**config.mk**
```make
export PLATFORM = sky130hd
export DESIGN_NAME = pipe5_core
export DESIGN_NICKNAME = d
export VERILOG_FILES = /design/src/rtl/pipe5_pkg.sv /design/src/rtl/p5_regfile.sv /design/src/rtl/p5_exec.sv /design/src/rtl/pipe5_core.sv
export SDC_FILE = /design/constraint.sdc
export NUM_CORES = 1
export LEC_CHECK = 0
export CORE_MARGIN = 3
export CORE_UTILIZATION = 64
export DETAILED_ROUTE_END_ITERATION = 6
export DONT_BUFFER_PORTS = 1
export PLACE_DENSITY = 0.8
export SETUP_SLACK_MARGIN = 0.2
export SLEW_MARGIN = 10
export SYNTH_ARGS = -nofsm -noshare
export SYNTH_HDL_FRONTEND = slang
export SYNTH_SLANG_ARGS = --single-unit
```
**constraint.sdc**
```tcl
create_clock -name clk -period 4.28 [get_ports clk]
set_input_delay 1.284 -clock clk [delete_from_list [all_inputs] [get_ports clk]]
set_output_delay 1.284 -clock clk [all_outputs]
set_load 0.1 [all_outputs]
```
**src/rtl/pipe5_pkg.sv**
```systemverilog
package pipe5_pkg;
  localparam int IW   = 25;
  localparam int NREG = 8;
  localparam int RIW  = $clog2(NREG);

  localparam logic [2:0] OP_ADD = 3'd0;
  localparam logic [2:0] OP_NOR = 3'd1;
  localparam logic [2:0] OP_LW  = 3'd2;
  localparam logic [2:0] OP_SW  = 3'd3;
  localparam logic [2:0] OP_BEQ = 3'd4;
  localparam logic [2:0] OP_NOP = 3'd7;

  localparam logic [IW-1:0] NOP_WORD = {OP_NOP, 22'd0};

  function automatic logic [2:0] f_opc(input logic [IW-1:0] w);
    return w[24:22];
  endfunction
  function automatic logic [RIW-1:0] f_ra(input logic [IW-1:0] w);
    return w[21:19];
  endfunction
  function automatic logic [RIW-1:0] f_rb(input logic [IW-1:0] w);
    return w[18:16];
  endfunction
  function automatic logic [RIW-1:0] f_rd(input logic [IW-1:0] w);
    return w[2:0];
  endfunction
  function automatic logic [15:0] f_off(input logic [IW-1:0] w);
    return w[15:0];
  endfunction
  function automatic logic f_real(input logic [IW-1:0] w);
    logic [2:0] o;
    o = w[24:22];
    return (o == OP_ADD) || (o == OP_NOR) || (o == OP_LW) ||
           (o == OP_SW) || (o == OP_BEQ);
  endfunction
endpackage

```
**src/rtl/p5_regfile.sv**
```systemverilog
module p5_regfile
  import pipe5_pkg::*;
#(
  parameter int XLEN = 32
) (
  input  logic            clk,
  input  logic            rst_n,
  input  logic [RIW-1:0]  ra_i,
  input  logic [RIW-1:0]  rb_i,
  output logic [XLEN-1:0] a_o,
  output logic [XLEN-1:0] b_o,
  input  logic            we_i,
  input  logic [RIW-1:0]  wa_i,
  input  logic [XLEN-1:0] wd_i
);
  logic [XLEN-1:0] rf_q [NREG];

  for (genvar g = 0; g < NREG; g++) begin : g_reg
    logic wen;
    assign wen = we_i && (wa_i == RIW'(g));
    always_ff @(posedge clk or negedge rst_n) begin
      if (!rst_n)   rf_q[g] <= '0;
      else if (wen) rf_q[g] <= wd_i;
    end
  end

  // same-cycle write wins over the stored copy
  always_comb begin
    a_o = (we_i && wa_i == ra_i) ? wd_i : rf_q[ra_i];
    b_o = (we_i && wa_i == rb_i) ? wd_i : rf_q[rb_i];
  end
endmodule

```
**src/rtl/p5_exec.sv**
```systemverilog
module p5_exec
  import pipe5_pkg::*;
#(
  parameter int XLEN = 32
) (
  input  logic [2:0]      opc_i,
  input  logic [15:0]     off_i,
  input  logic [XLEN-1:0] a_i,
  input  logic [XLEN-1:0] b_i,
  input  logic [XLEN-1:0] pc1_i,
  output logic [XLEN-1:0] res_o,
  output logic [XLEN-1:0] tgt_o,
  output logic            eq_o
);
  logic [XLEN-1:0] sext;
  assign sext = {{(XLEN-16){off_i[15]}}, off_i};

  always_comb begin
    unique case (opc_i)
      OP_NOR:        res_o = ~(a_i | b_i);
      OP_LW, OP_SW:  res_o = a_i + sext;
      default:       res_o = a_i + b_i;
    endcase
    tgt_o = pc1_i + sext;
    eq_o  = (a_i == b_i);
  end
endmodule

```
**src/rtl/pipe5_core.sv**
```systemverilog
module pipe5_core
  import pipe5_pkg::*;
#(
  parameter int XLEN = 32
) (
  input  logic            clk,
  input  logic            rst_n,
  output logic [XLEN-1:0] imem_addr,
  input  logic [IW-1:0]   imem_ins,
  output logic            dmem_en,
  output logic            dmem_we,
  output logic [XLEN-1:0] dmem_addr,
  output logic [XLEN-1:0] dmem_wdata,
  input  logic [XLEN-1:0] dmem_rdata,
  output logic            retire_o
);
  // fetch
  logic [XLEN-1:0] pc_q, pc_d;
  // IF/ID
  logic [IW-1:0]   fd_ir_q, fd_ir_d;
  logic [XLEN-1:0] fd_pc1_q, fd_pc1_d;
  // ID/EX
  logic [IW-1:0]   dx_ir_q, dx_ir_d;
  logic [XLEN-1:0] dx_pc1_q, dx_a_q, dx_b_q;
  // EX/MEM
  logic [IW-1:0]   xm_ir_q, xm_ir_d;
  logic [XLEN-1:0] xm_res_q, xm_b_q, xm_tgt_q;
  logic            xm_eq_q;
  // MEM/WB
  logic [IW-1:0]   mw_ir_q;
  logic [XLEN-1:0] mw_res_q, mw_ld_q;

  logic [XLEN-1:0] rd_a, rd_b, ex_res, ex_tgt;
  logic            ex_eq;
  logic            redirect;
  logic            wb_we;
  logic [RIW-1:0]  wb_addr;
  logic [XLEN-1:0] wb_data;
  logic [2:0]      xm_opc, mw_opc;

  assign xm_opc = f_opc(xm_ir_q);
  assign mw_opc = f_opc(mw_ir_q);

  // decode: register read, with writeback bypass inside
  p5_regfile #(.XLEN(XLEN)) u_rf (
    .clk   (clk),
    .rst_n (rst_n),
    .ra_i  (f_ra(fd_ir_q)),
    .rb_i  (f_rb(fd_ir_q)),
    .a_o   (rd_a),
    .b_o   (rd_b),
    .we_i  (wb_we),
    .wa_i  (wb_addr),
    .wd_i  (wb_data)
  );

  // execute
  p5_exec #(.XLEN(XLEN)) u_ex (
    .opc_i (f_opc(dx_ir_q)),
    .off_i (f_off(dx_ir_q)),
    .a_i   (dx_a_q),
    .b_i   (dx_b_q),
    .pc1_i (dx_pc1_q),
    .res_o (ex_res),
    .tgt_o (ex_tgt),
    .eq_o  (ex_eq)
  );

  // memory stage controls
  assign redirect   = (xm_opc == OP_BEQ) && xm_eq_q;
  assign dmem_en    = (xm_opc == OP_LW) || (xm_opc == OP_SW);
  assign dmem_we    = (xm_opc == OP_SW);
  assign dmem_addr  = xm_res_q;
  assign dmem_wdata = xm_b_q;

  // writeback controls
  assign wb_we    = (mw_opc == OP_ADD) || (mw_opc == OP_NOR) || (mw_opc == OP_LW);
  assign wb_addr  = (mw_opc == OP_LW) ? f_rb(mw_ir_q) : f_rd(mw_ir_q);
  assign wb_data  = (mw_opc == OP_LW) ? mw_ld_q : mw_res_q;
  assign retire_o = f_real(mw_ir_q);

  assign imem_addr = pc_q;

  // next state
  always_comb begin
    pc_d     = redirect ? xm_tgt_q : pc_q + 1'b1;
    fd_ir_d  = redirect ? NOP_WORD : imem_ins;
    fd_pc1_d = pc_q + 1'b1;
    dx_ir_d  = redirect ? NOP_WORD : fd_ir_q;
    xm_ir_d  = redirect ? NOP_WORD : dx_ir_q;
  end

  // control-carrying registers (reset to no-operation)
  always_ff @(posedge clk or negedge rst_n) begin
    if (!rst_n) begin
      pc_q    <= '0;
      fd_ir_q <= NOP_WORD;
      dx_ir_q <= NOP_WORD;
      xm_ir_q <= NOP_WORD;
      mw_ir_q <= NOP_WORD;
    end else begin
      pc_q    <= pc_d;
      fd_ir_q <= fd_ir_d;
      dx_ir_q <= dx_ir_d;
      xm_ir_q <= xm_ir_d;
      mw_ir_q <= xm_ir_q;
    end
  end

  // data payload registers
  always_ff @(posedge clk or negedge rst_n) begin
    if (!rst_n) begin
      fd_pc1_q <= '0;
      dx_pc1_q <= '0;
      dx_a_q   <= '0;
      dx_b_q   <= '0;
      xm_res_q <= '0;
      xm_b_q   <= '0;
      xm_tgt_q <= '0;
      xm_eq_q  <= 1'b0;
      mw_res_q <= '0;
      mw_ld_q  <= '0;
    end else begin
      fd_pc1_q <= fd_pc1_d;
      dx_pc1_q <= fd_pc1_q;
      dx_a_q   <= rd_a;
      dx_b_q   <= rd_b;
      xm_res_q <= ex_res;
      xm_b_q   <= dx_b_q;
      xm_tgt_q <= ex_tgt;
      xm_eq_q  <= ex_eq;
      mw_res_q <= xm_res_q;
      mw_ld_q  <= dmem_rdata;
    end
  end
endmodule

```
==> results of run 1 <==
-- final cells by class --
cell class / instances / area, um2
Multi-Input combinational cell: 1728 / 12600
Inverter: 86 / 323
Fill cell: 3007 / 12800
Clock inverter: 17 / 246
Tap cell: 600 / 751
Sequential cell: 642 / 16100
Antenna cell: 1 / 2.50
Clock buffer: 100 / 2070
Timing Repair Buffer: 61 / 508
-- layout by cell type, fill, tap and decap left out, types with 11 or more instances in the layout --
cell / synthesis / final
nor2b_1: 72 / 71
nand4_1: 18 / 18
xor2_1: 37 / 37
and3_1: 19 / 18
a21o_1: 34 / 34
xnor2_1: 52 / 52
clkbuf_8: 0 / 18
mux2i_1: 33 / 33
and2_1: 57 / 57
nand2_1: 266 / 262
nand3_1: 22 / 21
nor2_1: 225 / 225
mux2_2: 22 / 22
o21ai_0: 198 / 197
dfstp_2: 12 / 12
a21oi_1: 240 / 240
a211oi_1: 69 / 69
nand2b_1: 21 / 21
buf_4: 0 / 57
inv_1: 86 / 86
dfrtp_1: 630 / 624
ha_1: 98 / 98
clkbuf_1: 101 / 11
mux4_2: 128 / 128
clkbuf_16: 0 / 71
-- routing by layer --
layer  part of all wire, %  global-route usage, %
met4                   2.9                   11.6
met1                    41                   42.1
met3                   7.5                   6.05
met2                    48                   48.8
met5                     0                      0
-- report_power, final --
part           total [W]  switching, W  internal, W  leakage, nW
clock network    0.00604       0.00235      0.00369         1.13
logic            0.00672       0.00376      0.00296         5.77
registers         0.0119       0.00379      0.00806         7.84
total             0.0246       0.00990       0.0147         14.7
-- cell usage after synthesis, types with 7 or more instances --
master    instances
mux2i_1          33
nand2b_1         21
a21oi_1         240
ha_1             98
xor2_1           37
o31ai_1           7
clkbuf_1        101
nor3_1            9
a21o_1           34
buf_2            31
o21ai_0         198
mux4_2          128
nand2_1         266
nand3_1          22
nor2_1          225
nor2b_1          72
buf_1            12
nand4_1          18
dfrtp_1         630
a211oi_1         69
mux2_2           22
and2_1           57
dfstp_2          12
xnor2_1          52
and3_1           19
nor4_1            9
inv_1            86
-- worst paths after layout --
check,end,cells past startpoint,startpoint
max in group asynchronous,mw_ld_q[26],0,rst_n
setup / recovery,dmem_addr[29],12,dx_ir_q[24]
min in group asynchronous,mw_ld_q[24],0,rst_n
setup reg to reg,dmem_addr[29],12,dx_ir_q[24]
hold reg to reg,dx_pc1_q[17],0,fd_pc1_q[17]
hold / removal,dx_pc1_q[17],0,fd_pc1_q[17]
-- sequential cells by signal, summed over array words and instances (netlist names) --
signal,cells
dx_pc1_q,32
dx_a_q,32
dmem_wdata,32
dx_b_q,32
mw_res_q,32
mw_ld_q,32
xm_tgt_q,32
u_rf.rf_q,256
fd_pc1_q,32
mw_ir_q,9
xm_eq_q,1
dx_ir_q,22
imem_addr,32
dmem_addr,32
xm_ir_q,9
fd_ir_q,25
-- worst max-delay path, stage by stage, from the launching register on --
cell and delay, ps:
dfstp_2 540, nand2b_1 100, buf_4 370, mux2_2 390, ha_1 350, nor3_1 230
nor2_1 120, a32oi_2 380, a21oi_2 140, a221o_1 450, a211oi_2 240, nor4b_1 80
a211o_1 270
-- repair_timing --
| action | 4_1_cts | 5_1_grt |
|---|---|---|
| endpoints found under the hold margin | 0 | 0 |
| buffers inserted | 0 | 5 |
| setup endpoints to repair | 0 | 3 |
| gates resized for setup | 0 | 0 |
-- stage by stage --
stage | worst slack, ps | cells | instance area [um2]
final | 477 | 3235 | 32600
after CTS | 271 | 3229 | 32600
after floorplan | 525 | 2601 | 29600
after global placement | 394 | 3112 | 30300
after global routing | 259 | 3235 | 32600
after detailed placement | 287 | 3112 | 30300
-- kinds of logic after synthesis --
group / count (synthesis) / share of synthesized area [%]
adders and majority gates: 100 / 4.28
xor gates and xnor gates: 90 / 2.69
muxes: 185 / 11.8
buffers and inverters: 231 / 3.07
DFF: 642 / 54.4
and+or+nand+nor: 748 / 11.9
AOI/OAI and AO/OA: 605 / 11.8
==> summary.txt, run 1 <==
Floorplan
  – Die area: 48800 um2
  – # rows: 78
  – Die X-Extent: 221 um
  – Initial Util: 65.0%
  – Core region area: 45500 um2
  – Die extent in y: 221 um
  – # IOs: 158

Timing
  – Total negative slack: 0 ps
  – Unrepaired setup endpoints after global routing: false
  – Fin Clk Skew: 22.8 ps
  – Relative slew slack: -94.1%
  – Fin Hold WS: 340 ps
  – Worst-margin pin slew: 2910 ps
  – Max Clk Rate: 0.263 GHz
  – Post-layout min period: 3800 ps
  – Setup violations, final: 0
  – Final hold viol count: 0
  – Fin. max-slew vios: 458
  – Period utilization: 88.9%

Clock tree
  – Clock slew at reported path FFs: 60 ps
  – Clock buffer depth: 3
  – CTS tree: built
  – H-tree depth: 3
  – Num Clock Sinks: 642
  – Hold buffers post-CTS: 0
  – Root Buffer: clkbuf_16
  – Clk_lat worst skew: 590 ps
  – Number of CTS-inserted buffers: 67

Detailed routing
  – Detailed Route WL: 74400 um
  – Vias post-DR: 20596
  – DR vias/cell: 6.37
  – Drt pass-1 iters: 5
  – Iter 0 DRT Violations: 2285
  – Wire per inst: 23.0 um
  – DRC viols: 0
  – Post-route ant nets: 0

Status
  – Run status: finished, violations left
  – Violations in the final reports: max-slew violations

Min path
  – Hold Path Class: reg -> reg

Synth
  – Ys async rst share: 100%
  – Post-synthesis sequential area ratio: 54.4%
  – Area leader, netlist: dfrtp_1
  – Synth top area share: 53.3%
  – Net Count, Synth: 2760
  – Yosys warning total: 0
  – Cells after Synth: 2601
  – Netlist cell types: 74
  – Largest cells by area after synthesis: dfrtp_1 53%, mux4_2 9.8%, ha_1 4.1%
  – Synth Flop Type: dfrtp_1
  – Number of synthesized flops with an enable pin: 0
  – Synthesized cell area: 29600 um2
  – #FFs+latches synth: 642
  – Average cell area after synthesis: 11.4 um2

Setup path
  – CP endpoint kind: flop
  – CP Max Fanout: 33
  – WP data required: 4740 ps
  – Reg2reg setup slack: 480 ps
  – WS Path Type: reg -> reg
  – CP Data Arrival Time: 4270 ps
  – Startpoint Class: flop

Placed design
  – Placer Congestion: 0.926
  – Hpwl dp: 47600 um
  – Port bufs: 0

Pwr
  – Pleak: 14.7 nW
  – PwrDens: 754 nW/um2
  – Total Power: 0.0246 W
  – Worst VDD drop: 488 uV

GRT
  – Total gr overflow: 0
  – Vias in the first global route: 21271
  – Total track usage: 30.5%
  – Largest net degree at the start of global routing: 643
  – Initial antenna violation count: 6
  – Global-route wire length before repair: 117000 um

Run
  – Max_cap viols: 0

Cells and area
  – Fin nets: 2745
  – Layout cell share with drive strength beyond 1: 14.1%
  – Fin util: 71.8%
  – Area Growth Syn to Fin: 10.4%
Note: power is estimated with default switching activity, not from simulation.
==> inputs of run 2 (changes only) <==
Settings changed: CORE_UTILIZATION 64 to 65, CTS_BUF_LIST set to sky130_fd_sc_hd__clkbuf_8, PLACE_DENSITY 0.8 to 0.81.
==> run 2 against run 1 <==
The run still ends with max-slew violations left. Clock-buffer cell count grew 26. Critical path depth is 1 higher. Final cell count rose by 1.7%.
==> summary.txt, run 2 (synthesis results as in run 1) <==
Status
  – Run status: finished, violations left
  – Violations in the final reports: max-slew violations

Min path
  – Hold Path Class: in -> async

GRT
  – Largest net degree at the start of global routing: 643 (unchanged)
  – Global-route wire length before repair: 117000 um (+0.18%)
  – Initial antenna violation count: 2 (-4)
  – Total track usage: 31.8% (+1.3 points)
  – Total gr overflow: 0 (unchanged)
  – Vias in the first global route: 21087 (-0.87%)

Run
  – Max_cap viols: 0 (unchanged)

Floorplan
  – Die X-Extent: 219 um (-0.75%)
  – Initial Util: 66.3% (+1.3 points)
  – Die area: 48100 um2 (-1.5%)
  – # IOs: 158 (unchanged)
  – # rows: 77 (-1.3%)
  – Core region area: 44600 um2 (-1.9%)
  – Die extent in y: 219 um (-0.75%)

Detailed routing
  – Detailed Route WL: 75000 um (+0.87%)
  – Vias post-DR: 20613 (+0.083%)
  – Drt pass-1 iters: 6 (+1)
  – Post-route ant nets: 0 (unchanged)
  – Metal2 WL: 36400 um (+0.97%)
  – Met3 WL post-DR: 6130 um (+9.9%)
  – DRC viols: 0 (unchanged)
  – Iter 0 DRT Violations: 2347 (+2.7%)
  – DR vias/cell: 6.27 (-1.6%)
  – Wire per inst: 22.8 um (-0.79%)
  – M1 WL: 30200 um (-1.2%)
  – Highest Signal Layer: met4

Cells and area
  – Fin nets: 2773 (+1.0%)
  – Leading cell types in the layout, fill and taps excluded: 624 x dfrtp_1, 262 x nand2_1, 240 x a21oi_1, 225 x nor2_1, 197 x o21ai_0
  – Commonest non-fill, non-tap cell in the layout: dfrtp_1
  – Layout cell share with drive strength beyond 1: 15.2% (+1.1 points)
  – Most flop-heavy register: u_rf.rf_q
  – Largest register FFs: 256 (unchanged)
  – Final Cell Area: 32400 um2 (-0.72%)
  – Area Growth Syn to Fin: 9.57%

Timing
  – Setup violations, final: 0 (unchanged)
  – Fin Clk Skew: 34.3 ps (+11.5 ps)
  – Fin. max-slew vios: 429 (-6.3%)
  – Total negative slack: 0 ps (unchanged)
  – Unrepaired setup endpoints after global routing: false
  – Period utilization: 88.7% (-0.17 points)
  – Max Clk Rate: 0.263 GHz (+0.19%)
  – Relative slew slack: -73.1% (+21 points)
  – Final hold viol count: 0 (unchanged)
  – Final setup margin: 484 ps (+7.06 ps)
  – Post-layout min period: 3800 ps (-7.06 ps)
  – Worst-margin pin slew: 2600 ps (-316 ps)

Setup path
  – CP Data Arrival Time: 4370 ps (+100 ps)
  – CP endpoint kind: flop
  – Crit-path max cell delay: 540 ps (about the same)
  – Critical path buffers and inverters: 2 (+1)
  – Worst path depth: 13 (+1)
  – WS Path Type: reg -> reg
  – Crit-path leading delay family: compound AO/OA/AOI/OAI gates
  – Slowest library cell on the worst path: dfstp_2
  – CP Max Fanout: 18 (-45%)
  – FF-to-FF path depth: 13 (+1)
  – Crit path cell chain: nand2b_2, buf_4, buf_4, mux2_2, ha_1, a21oi_2, o21ai_1, nor3b_2, a21oi_2, a221o_1, a211oi_2, nor4b_1, a211o_1
  – Startpoint Class: flop
  – WP data required: 4860 ps (+120 ps)

Clock tree
  – Clock buffer depth: 3 (unchanged)
  – Num Clock Sinks: 642 (unchanged)
  – CTS tree: built
  – H-tree depth: 3 (unchanged)
  – Root Buffer: clkbuf_8
  – Clock slew at reported path FFs: 60 ps (about the same)
  – Number of CTS-inserted buffers: 101 (+51%)
  – Clk_lat worst skew: 710 ps (+120 ps)

Pwr
  – Worst VDD drop: 577 uV (+18%)
  – Clock power frac: 22.4% (-2.1 points)
  – Power share of the combinational group: 28.1% (+0.8 points)
  – Sw power: 0.00999 W (+0.90%)
  – PwrDens: 738 nW/um2 (-2.1%)
  – Pleak: 14.8 nW (+0.42%)
  – Switching Share: 41.8% (+1.6 points)
  – Int Power: 0.0139 W (-5.4%)
  – Flop pwr share: 49.5% (+1.3 points)

Placed design
  – Placer Congestion: 0.897 (-3.1%)
  – Hpwl dp: 49200 um (+3.4%)
  – Port bufs: 0 (unchanged)
  – Place WS: 383 ps (+96.0 ps)
  – Cell Area, Placed: 30300 um2 (about the same)
## run 2: layout make-up
cell class / instances / area, um2
clock buffers: 126 / 1730
inverters: 86 / 323
diodes: 1 / 2.50
fillers: 2914 / 12200
repair buffers: 55 / 475
flip-flops and latches: 642 / 16100
clock inverters: 59 / 382
multi-input cells: 1728 / 12600
well taps: 592 / 741
## run 2: final timing paths
kind                                  start       endpoint  slack, ps
worst min-delay path                  rst_n   dx_pc1_q[31]        290
worst max register to register  dx_ir_q[24]  dmem_addr[29]        480
worst min register to register  fd_pc1_q[1]    dx_pc1_q[1]        340
max in group asynchronous             rst_n    fd_ir_q[19]       1600
worst max-delay path            dx_ir_q[24]  dmem_addr[29]        480
min in group clk                fd_pc1_q[1]    dx_pc1_q[1]        340
## run 2: power groups by stage
stage          Sequential, W  Clock, W  Combinational (W)
6_report              0.0118   0.00536            0.00672
5_1_grt               0.0120   0.00574            0.00741
4_1_cts               0.0118   0.00544            0.00667
3_5_place_dp          0.0119         0            0.00662
3_3_place_gp          0.0117         0            0.00636
2_1_floorplan         0.0115         0            0.00484
## run 2: metrics by stage
step	total power [W]	instances	hold WS [ps]	utilization, %
floorplan	0.0163	2601	331	-
global placement	0.0181	3101	333	67.8
detailed placement	0.0185	3101	336	67.8
CTS	0.0239	3286	247	72.6
global route	0.0252	3289	240	72.6
finish	0.0239	3289	293	72.6
## run 2: repair_timing
action,CTS,global route
hold buffers,0,0
endpoints found under the setup margin,0,3
gates resized for setup,0,1
buffers inserted,0,2
endpoints found under the hold margin,0,0
## run 2: worst reg2reg max path, cell delays in order, from the launching register on
cell      delay (ps)
dfstp_2          540
nand2b_2         190
buf_4            250
buf_4            270
mux2_2           360
ha_1             380
a21oi_2          200
o21ai_1          110
nor3b_2          260
a21oi_2          110
a221o_1          440
a211oi_2         240
nor4b_1           90
a211o_1          230
## run 2: metal layers
layer  track usage (%)  up-vias
met4              11.4        0
met2              51.0      822
li1                  -     9171
met1              42.5    10448
met5                 0        -
met3              8.11      172
